### config.mk
export PLATFORM = sky130hd
export DESIGN_NAME = iir_bw_filter
export DESIGN_NICKNAME = d
export VERILOG_FILES = /design/src/rtl/bwf_pkg.sv /design/src/rtl/bwf_in_cond.sv /design/src/rtl/bwf_rndsat.sv /design/src/rtl/bwf_section.sv /design/src/rtl/iir_bw_filter.sv
export SDC_FILE = /design/constraint.sdc
export NUM_CORES = 2
export LEC_CHECK = 0
export BUFFER_PORTS_ARGS = -buffer_cell sky130_fd_sc_hd__buf_4
export CORE_MARGIN = 3
export CORE_UTILIZATION = 35
export DETAILED_ROUTE_END_ITERATION = 10
export PLACE_DENSITY = 0.61
export SLEW_MARGIN = 20
export SYNTH_ARGS = -nofsm -noshare
export SYNTH_HDL_FRONTEND = slang
export SYNTH_SLANG_ARGS = --single-unit
### constraint.sdc
create_clock -name clk -period 12.3 [get_ports clk]
set_input_delay 1.845 -clock clk [delete_from_list [all_inputs] [get_ports clk]]
set_output_delay 1.845 -clock clk [all_outputs]
set_load 0.02 [all_outputs]
### src/rtl/bwf_pkg.sv
package bwf_pkg;

   typedef enum logic [0:0] {
      RESP_LOW  = 1'b0,
      RESP_HIGH = 1'b1
   } resp_e;

   // Input mode 0: 16-bit word, 1: 24 significant bits in a 32-bit word, 2: 32 bits
   function automatic int port_w(input int mode);
      return (mode == 0) ? 16 : 32;
   endfunction

   function automatic int sig_w(input int mode);
      return (mode == 0) ? 16 : ((mode == 1) ? 24 : 32);
   endfunction

   function automatic bit coef_fits(input int v, input int w);
      return (v <= (2 ** (w - 1)) - 1) && (v >= -(2 ** (w - 1)));
   endfunction

endpackage

### src/rtl/bwf_in_cond.sv
module bwf_in_cond #(
   parameter int PORT_W = 16,
   parameter int SIG_W  = 16
) (
   input  logic [PORT_W-1:0]       raw,
   output logic signed [SIG_W-1:0] smp
);

   assign smp = raw[SIG_W-1:0];

   generate
      if (SIG_W < PORT_W) begin : g_drop_hi
         logic unused_hi;
         assign unused_hi = ^raw[PORT_W-1:SIG_W];
      end
   endgenerate

endmodule

### src/rtl/bwf_rndsat.sv
module bwf_rndsat #(
   parameter int ACC_W = 38,
   parameter int FRAC  = 16,
   parameter int SIG_W = 16
) (
   input  logic signed [ACC_W-1:0] acc,
   output logic signed [SIG_W-1:0] y
);

   localparam logic signed [ACC_W-1:0] HALF =
      {{(ACC_W-FRAC){1'b0}}, 1'b1, {(FRAC-1){1'b0}}};
   localparam logic signed [ACC_W-1:0] HI =
      {{(ACC_W-SIG_W+1){1'b0}}, {(SIG_W-1){1'b1}}};
   localparam logic signed [ACC_W-1:0] LO = ~HI;

   logic signed [ACC_W-1:0] biased;
   logic signed [ACC_W-1:0] shifted;

   assign biased  = acc + HALF;
   assign shifted = biased >>> FRAC;

   always_comb begin
      if (shifted > HI)
         y = HI[SIG_W-1:0];
      else if (shifted < LO)
         y = LO[SIG_W-1:0];
      else
         y = shifted[SIG_W-1:0];
   end

endmodule

### src/rtl/bwf_section.sv
module bwf_section #(
   parameter int SIG_W  = 16,
   parameter int COEF_W = 18,
   parameter bit SECOND = 1'b1,
   parameter bit HIGH   = 1'b0,
   parameter int GAIN   = 0,
   parameter int A1     = 0,
   parameter int A2     = 0
) (
   input  logic                    clk,
   input  logic                    rst,
   input  logic                    clr,
   input  logic                    vin,
   input  logic signed [SIG_W-1:0] x,
   output logic                    vout,
   output logic signed [SIG_W-1:0] y
);

   localparam int FRAC  = COEF_W - 2;
   localparam int ACC_W = SIG_W + COEF_W + 4;

   localparam logic signed [COEF_W-1:0] CG  = COEF_W'(GAIN);
   localparam logic signed [COEF_W-1:0] CA1 = COEF_W'(A1);
   localparam logic signed [COEF_W-1:0] CA2 = COEF_W'(A2);

   logic signed [ACC_W-1:0] g_e, a1_e, a2_e;
   logic signed [SIG_W-1:0] x1_q;
   logic signed [SIG_W-1:0] y_q;
   logic signed [SIG_W-1:0] y_new;
   logic signed [ACC_W-1:0] t0, t1, fb1;
   logic signed [ACC_W-1:0] fwd, fbk, acc;

   assign g_e  = ACC_W'(CG);
   assign a1_e = ACC_W'(CA1);
   assign a2_e = ACC_W'(CA2);

   assign t0  = ACC_W'(x) * g_e;
   assign t1  = ACC_W'(x1_q) * g_e;
   assign fb1 = ACC_W'(y_q) * a1_e;

   generate
      if (SECOND) begin : g_biquad
         logic signed [SIG_W-1:0] x2_q, y2_q;
         logic signed [ACC_W-1:0] t2, fb2;

         assign t2  = ACC_W'(x2_q) * g_e;
         assign fb2 = ACC_W'(y2_q) * a2_e;

         if (HIGH) begin : g_hp
            assign fwd = t0 - (t1 <<< 1) + t2;
         end else begin : g_lp
            assign fwd = t0 + (t1 <<< 1) + t2;
         end
         assign fbk = fb1 + fb2;

         always_ff @(posedge clk) begin
            if (rst || clr) begin
               x2_q <= '0;
               y2_q <= '0;
            end else if (vin) begin
               x2_q <= x1_q;
               y2_q <= y_q;
            end
         end
      end else begin : g_first
         logic signed [ACC_W-1:0] unused_a2;
         assign unused_a2 = a2_e;
         if (HIGH) begin : g_hp
            assign fwd = t0 - t1;
         end else begin : g_lp
            assign fwd = t0 + t1;
         end
         assign fbk = fb1;
      end
   endgenerate

   assign acc = fwd - fbk;

   bwf_rndsat #(
      .ACC_W (ACC_W),
      .FRAC  (FRAC),
      .SIG_W (SIG_W)
   ) u_rs (
      .acc (acc),
      .y   (y_new)
   );

   always_ff @(posedge clk) begin
      if (rst || clr) begin
         x1_q <= '0;
         y_q  <= '0;
         vout <= 1'b0;
      end else begin
         vout <= vin;
         if (vin) begin
            x1_q <= x;
            y_q  <= y_new;
         end
      end
   end

   assign y = y_q;

endmodule

### src/rtl/iir_bw_filter.sv
module iir_bw_filter #(
   parameter bwf_pkg::resp_e RESP = bwf_pkg::RESP_LOW,
   parameter int ORDER    = 2,
   parameter int IN_MODE  = 0,
   parameter bit HAS_CLR  = 1'b1,
   parameter int COEF_W   = 18,
   parameter int S0_GAIN  = 4421,
   parameter int S0_A1    = -74906,
   parameter int S0_A2    = 27053,
   parameter int S1_GAIN  = 5109,
   parameter int S1_A1    = -86567,
   parameter int S1_A2    = 41466,
   localparam int PORT_W  = bwf_pkg::port_w(IN_MODE)
) (
   input  logic              clk,
   input  logic              rst,
   input  logic              clr,
   input  logic              in_valid,
   input  logic [PORT_W-1:0] in_data,
   output logic              out_valid,
   output logic [PORT_W-1:0] out_data
);

   localparam int SIG_W  = bwf_pkg::sig_w(IN_MODE);
   localparam int NSEC   = (ORDER == 4) ? 2 : 1;
   localparam bit SECOND = (ORDER != 1);
   localparam bit HIGH   = (RESP == bwf_pkg::RESP_HIGH);

   generate
      if (!(ORDER == 1 || ORDER == 2 || ORDER == 4)) begin : g_bad_order
         $error("iir_bw_filter: ORDER must be 1, 2 or 4");
      end
      if (IN_MODE < 0 || IN_MODE > 2) begin : g_bad_mode
         $error("iir_bw_filter: IN_MODE must be 0, 1 or 2");
      end
      if (COEF_W < 4 || COEF_W > 30) begin : g_bad_cw
         $error("iir_bw_filter: COEF_W out of range");
      end
      if (!bwf_pkg::coef_fits(S0_GAIN, COEF_W) || !bwf_pkg::coef_fits(S0_A1, COEF_W) ||
          !bwf_pkg::coef_fits(S0_A2, COEF_W) || !bwf_pkg::coef_fits(S1_GAIN, COEF_W) ||
          !bwf_pkg::coef_fits(S1_A1, COEF_W) || !bwf_pkg::coef_fits(S1_A2, COEF_W)) begin : g_bad_coef
         $error("iir_bw_filter: coefficient does not fit COEF_W");
      end
   endgenerate

   logic clr_eff;

   generate
      if (HAS_CLR) begin : g_clr
         assign clr_eff = clr;
      end else begin : g_noclr
         logic unused_clr;
         assign unused_clr = clr;
         assign clr_eff    = 1'b0;
      end
   endgenerate

   logic                    v_c [NSEC+1];
   logic signed [SIG_W-1:0] d_c [NSEC+1];

   bwf_in_cond #(
      .PORT_W (PORT_W),
      .SIG_W  (SIG_W)
   ) u_in (
      .raw (in_data),
      .smp (d_c[0])
   );
   assign v_c[0] = in_valid;

   generate
      for (genvar i = 0; i < NSEC; i++) begin : g_sec
         bwf_section #(
            .SIG_W  (SIG_W),
            .COEF_W (COEF_W),
            .SECOND (SECOND),
            .HIGH   (HIGH),
            .GAIN   ((i == 0) ? S0_GAIN : S1_GAIN),
            .A1     ((i == 0) ? S0_A1 : S1_A1),
            .A2     ((i == 0) ? S0_A2 : S1_A2)
         ) u_sec (
            .clk  (clk),
            .rst  (rst),
            .clr  (clr_eff),
            .vin  (v_c[i]),
            .x    (d_c[i]),
            .vout (v_c[i+1]),
            .y    (d_c[i+1])
         );
      end
   endgenerate

   assign out_valid = v_c[NSEC];
   assign out_data  = PORT_W'(d_c[NSEC]);

endmodule

### Word-level counts from Yosys, hierarchy flattened

Index checks and enable logic that the tools add are counted.

* reductions and logical operators: 1
* magnitude comparators: 2
* add/sub/neg operators: 5
* $mul: 5
* multiplexer cells: 2

Operator list (count)
* 38-bit adder: 3
* 16-bit by 14-bit multiplier with 30-bit output, second input constant: 3
* 38-bit by 17-bit adder with 38-bit output, second input constant: 1
* 38-bit subtractor: 1
* 16-bit by 17-bit multiplier with 33-bit output, second input constant: 1
* 16-bit by 16-bit multiplier with 32-bit output, second input constant: 1
* 16-bit two-way mux: 2
* 22-bit by 16-bit > comparator with 1-bit output, second input constant: 1
* 22-bit by 16-bit less-than comparator with 1-bit output, second input constant: 1
* 1-bit logical OR: 1

* word-level logic and storage cells: 20
* output and inout port bits: 17
* register bits: 65
* input bits: 20

### Longest topological paths before layout

* depth after elaboration: 8
* depth in mapped cells: 41
* gate-level depth less buffers: 40

### Hierarchy

A second synthesis with hierarchy kept.

* cell total of the unflattened synthesis: 2848
* area, all modules: 27475.1 um^2

Modules (own cells, without submodules)
* bwf_section: times used 1, cells each 2744, area each 26764.4 um^2
* bwf_rndsat: times used 1, cells each 88, area each 590.6 um^2
* bwf_in_cond: times used 1, cells each 16, area each 120.1 um^2

### Least setup slack after synthesis

OpenSTA, ideal clock, no wires.

* path kind: reg2reg
* start: register g_sec[0].u_sec.y_q[1]
* end: register g_sec[0].u_sec.y_q[4]
* cell stages (with the launch flop): 37
* data arrival time: 9.655 ns
* slack: 2.527 ns
* period minus slack after synthesis: 9.773 ns
* cells stage by stage: dfxtp_1 inv_1 fa_1 fa_1 inv_1 fa_1 inv_1 fa_1 inv_1 fa_1 inv_1 fa_1 inv_1 ha_1 a21o_1 a21o_1 a21oi_1 nor2_1 o21a_1 o21ai_0 nand2b_1 a221oi_1 xnor2_1 fa_1 fa_1 fa_1 ha_1 clkbuf_1 nand3_1 o211a_1 and2_1 a211o_1 a211oi_1 nand4_1 a211oi_2 buf_6 nor3_2

* longest elaborated chain between the ends: 7

RTL lines
* from (decl): line bwf_section.sv:28 `logic signed [SIG_W-1:0] y_q;`
* from (signal assigned): line bwf_section.sv:97 `y_q <= y_new;`
* 16-bit by 17-bit multiplier with 33-bit output (*): line bwf_section.sv:39 `assign fb1 = ACC_W'(y_q) * a1_e;`
* 38-bit adder (*): line bwf_section.sv:54 `assign fbk = fb1 + fb2;`
* 38-bit subtractor (*): line bwf_section.sv:77 `assign acc = fwd - fbk;`
* 38-bit by 17-bit adder with 38-bit output (*): line bwf_rndsat.sv:19 `assign biased = acc + HALF;`
* 22-bit by 16-bit less-than comparator with 1-bit output: line bwf_rndsat.sv:25 `else if (shifted < LO)`
* 16-bit two-way mux: line bwf_rndsat.sv:25
* 16-bit two-way mux (*): line bwf_rndsat.sv:23 `if (shifted > HI)`

Mark *: on every way between the ends. The rest lies on a longest branch, timed or not.
A chain may end at the register's enable or synchronous reset.

### Worst setup path in the final report

* start: register g_sec[0].u_sec.y_q[4]
* end: register g_sec[0].u_sec.y_q[0]

Same word-level chain as after synthesis.

==> results.yml <==
logic_synthesis:
  yosys.area_share.simple_pct: 7.005
  synth_xor_area_share_pct: 6.536
  synthDistinctLibCells: 69
  netlist_instances: 3200
  async_reset_ff_share_pct: 0
  syn_area_um2: 28540
  syn_avg_cell_area_um2: 8.919
  yosysSeqAreaShare_pct: 4.559
  syn_nets: 4209
  synth-compound-area-share_pct: 10.17
  synth_edf_count: 0
  ys_warn_count: 0
  yosys.area_share.adder_pct: 56.11
  ys_ff_latch: 65
  synth_top_family_by_area: "adder cells"
  synth_flop_cell: "dfxtp_1"
  muxShareOfSynthArea_pct: 2.245
run_status:
  status: "completed"
setup_path:
  cp_num_buf_inv: 6
  startpoint_type: "register"
  crit_top_cell: "fa_1"
  arrival_ps: 11260
  r2r_slack_ps: 1290
  worstSetupPathType: "register to register"
  reg2regPathDepth: 36
  critPathSlowestCell: "dfxtp_1"
  crit_path_end: "g_sec[0].u_sec.y[0]$_SDFFE_PP0P_"
  cp-startpoint: "g_sec[0].u_sec.y[4]$_SDFFE_PP0P_"
  slowest_delay_ps: 680
  worst_path_dominant_cell_family: "adder cells"
  end_kind: "register"
  cp.depth: 36
  timing.rr.start: "g_sec[0].u_sec.y[4]$_SDFFE_PP0P_"
  reg2reg_to: "g_sec[0].u_sec.y[0]$_SDFFE_PP0P_"
  worstPathMaxFanout: 13
  crit_required_ps: 12550
route:
  drtIter0Drc: 961
  wirelength_um: 69190
  wl_met3_um: 2394
  ant_nets: 0
  routed_via_density: 4.714
  drc: 0
  top_layer: "met5"
  met2_length_um: 31630
  firstDrtPassIters: 5
  vias: 20257
  wire_per_inst_um: 16.10
  wl_met1_um: 33220
cts:
  clk_pin_slew_ps: 70
  cts_resized: 0
  cts_root_buf: "clkbuf_16"
  h-tree-depth: 3
  clockBufferDepth: 2
  cts_tree: "done"
  clkLatencyLatePin_ps: 380
  post_cts_buffers: 0
  clkSinkCount: 65
  ctsHoldBuffers: 0
  numCtsBuffers: 9
place:
  gp_congestion: 0.9028
  dp_hpwl_um: 61510
  portBuffers: 36
  dp.cells: 4281
  post-place-ws_ps: 1385
floorplanning:
  dieArea_um2: 85010
  initial_utilization_pct: 35.38
  die_h_um: 291.6
  ios: 37
  die_w_um: 291.6
  rows: 104
  core_region_area_um2: 80680
global_routing:
  first_global_vias: 21485
  grt_use_total_pct: 16.97
  grt_max_degree: 54
  grt_remaining_overflow: 0
  grt_pass1_wl_um: 114300
  antenna_found_initial: 3
sta:
  fin_skew_ps: 20.45
  rsz0062_at_grt: "no"
  fin_setup_tns_ps: 0
  relSlewSlack_pct: 41.41
  min_period_ps: 11010
  fmax_ghz: 0.09083
  final-max-slew-violation-count: 0
  tightest_slew_ps: 856.8
  min_period_over_period_pct: 89.51
  hold_viol: 0
  finalSetupViolCount: 0
  setup_slack_ps: 1291
run:
  cap_violations: 0
final_layout:
  layout-drive-gt1-share_pct: 3.398
  syn_to_final_growth_pct: 6.642
  antenna_cells: 0
  fin_nets: 4241
  fillers: 8291
  fin_cells: 4297
hold_path:
  hold_class: "register to register"
-- per-layer routing --
layer | up-vias | track usage (%)
met3 | 95 | 1.894
li1 | 9981 | -
met2 | 315 | 28.06
met4 | 4 | 4.426
met5 | - | 0
met1 | 9862 | 23.69
-- through the flow --
| stage | utilization (%) | instance area [µm²] | hold slack, ps |
|---|---|---|---|
| finish | 37.73 | 30440 | 501.4 |
| CTS | 37.73 | 30440 | 504.7 |
| floorplan | - | 28540 | 516.6 |
| global route | 37.73 | 30440 | 543.9 |
| detailed placement | 37.34 | 30130 | 488.3 |
| global placement | 37.34 | 30130 | 472.9 |
-- synthesized netlist by cell type (36+ instances only) --
cell	count	share of area (%)
inv_1	982	13
ha_1	504	22
fa_1	485	34
a21oi_1	142	2.5
xnor2_1	142	4.4
nor2_1	137	1.8
nand2_1	85	1.1
o21ai_0	76	1.3
xor2_1	71	2.2
a21o_1	66	1.7
dfxtp_1	65	4.6
mux2i_1	64	2.2
nor3_1	36	0.63
-- cell type report --
cell class	count	area, µm²	area share [%]
multi-input combinational	2121	23430	76.96
inverter	985	3697	12.15
tap	1060	1326	4.357
sequential	65	1303	4.279
timing repair buffer	50	375.4	1.233
clock buffer	9	225.2	0.7399
clock inverter	7	85.08	0.2795
-- cells by family after synthesis --
kind of cell / count (synthesis)
compound gates: 443
xor+xnor: 213
fa+ha+maj: 989
buf+inv: 1014
flops: 65
mux: 64
simple gates: 412
-- placed cells by master (no fill, tap or decap), drive strengths merged, types with 7 or more instances in the layout --
| cell type | count |
|---|---|
| or3 | 10 |
| and3 | 16 |
| fa | 485 |
| buf | 50 |
| xor2 | 71 |
| nand2b | 25 |
| inv | 986 |
| nand3 | 30 |
| dfxtp | 65 |
| clkbuf | 9 |
| o31ai | 10 |
| o21a | 19 |
| mux2i | 64 |
| o21bai | 17 |
| a31o | 14 |
| a21o | 66 |
| a31oi | 9 |
| nand3b | 7 |
| xnor2 | 142 |
| nor3 | 43 |
| nand2 | 85 |
| ha | 504 |
| o21ai | 79 |
| nand4 | 7 |
| a211oi | 22 |
| a21oi | 142 |
| nor2 | 137 |
| a21boi | 8 |
| nor2b | 16 |
| and2 | 10 |
| or2 | 12 |
-- worst min-delay path by stage --
| stage | startpoint | endpoint | slack (ps) | cells past startpoint |
|---|---|---|---|---|
| floorplan | g_sec[0].u_sec.g_biquad.x2_q[10]$_SDFFE_PP0P_ | g_sec[0].u_sec.g_biquad.x2_q[10]$_SDFFE_PP0P_ | 520 | 2 |
| global placement | g_sec[0].u_sec.x1_q[15]$_SDFFE_PP0P_ | g_sec[0].u_sec.x1_q[15]$_SDFFE_PP0P_ | 470 | 2 |
| detailed placement | g_sec[0].u_sec.x1_q[15]$_SDFFE_PP0P_ | g_sec[0].u_sec.x1_q[15]$_SDFFE_PP0P_ | 490 | 2 |
| CTS | g_sec[0].u_sec.x1_q[15]$_SDFFE_PP0P_ | g_sec[0].u_sec.x1_q[15]$_SDFFE_PP0P_ | 500 | 2 |
| global route | g_sec[0].u_sec.x1_q[15]$_SDFFE_PP0P_ | g_sec[0].u_sec.x1_q[15]$_SDFFE_PP0P_ | 540 | 2 |
| finish | g_sec[0].u_sec.x1_q[15]$_SDFFE_PP0P_ | g_sec[0].u_sec.x1_q[15]$_SDFFE_PP0P_ | 500 | 2 |
-- sequential cells by signal (all words and copies together), names as in the netlist --
signal / flops
g_sec.u_sec.g_biquad.x2_q: 16
g_sec.u_sec.g_biquad.y2_q: 16
g_sec.u_sec.x1_q: 16
g_sec.u_sec.y: 16
g_sec.u_sec.vout: 1
-- tightest hold or removal path, cell delays in order (launching register included) --
cell and delay (ps):
dfxtp_1 330, mux2i_1 70, nor2_1 70
Power is not shown: default switching activity piles up to over one toggle a cycle in this logic, so the estimate is an artifact.
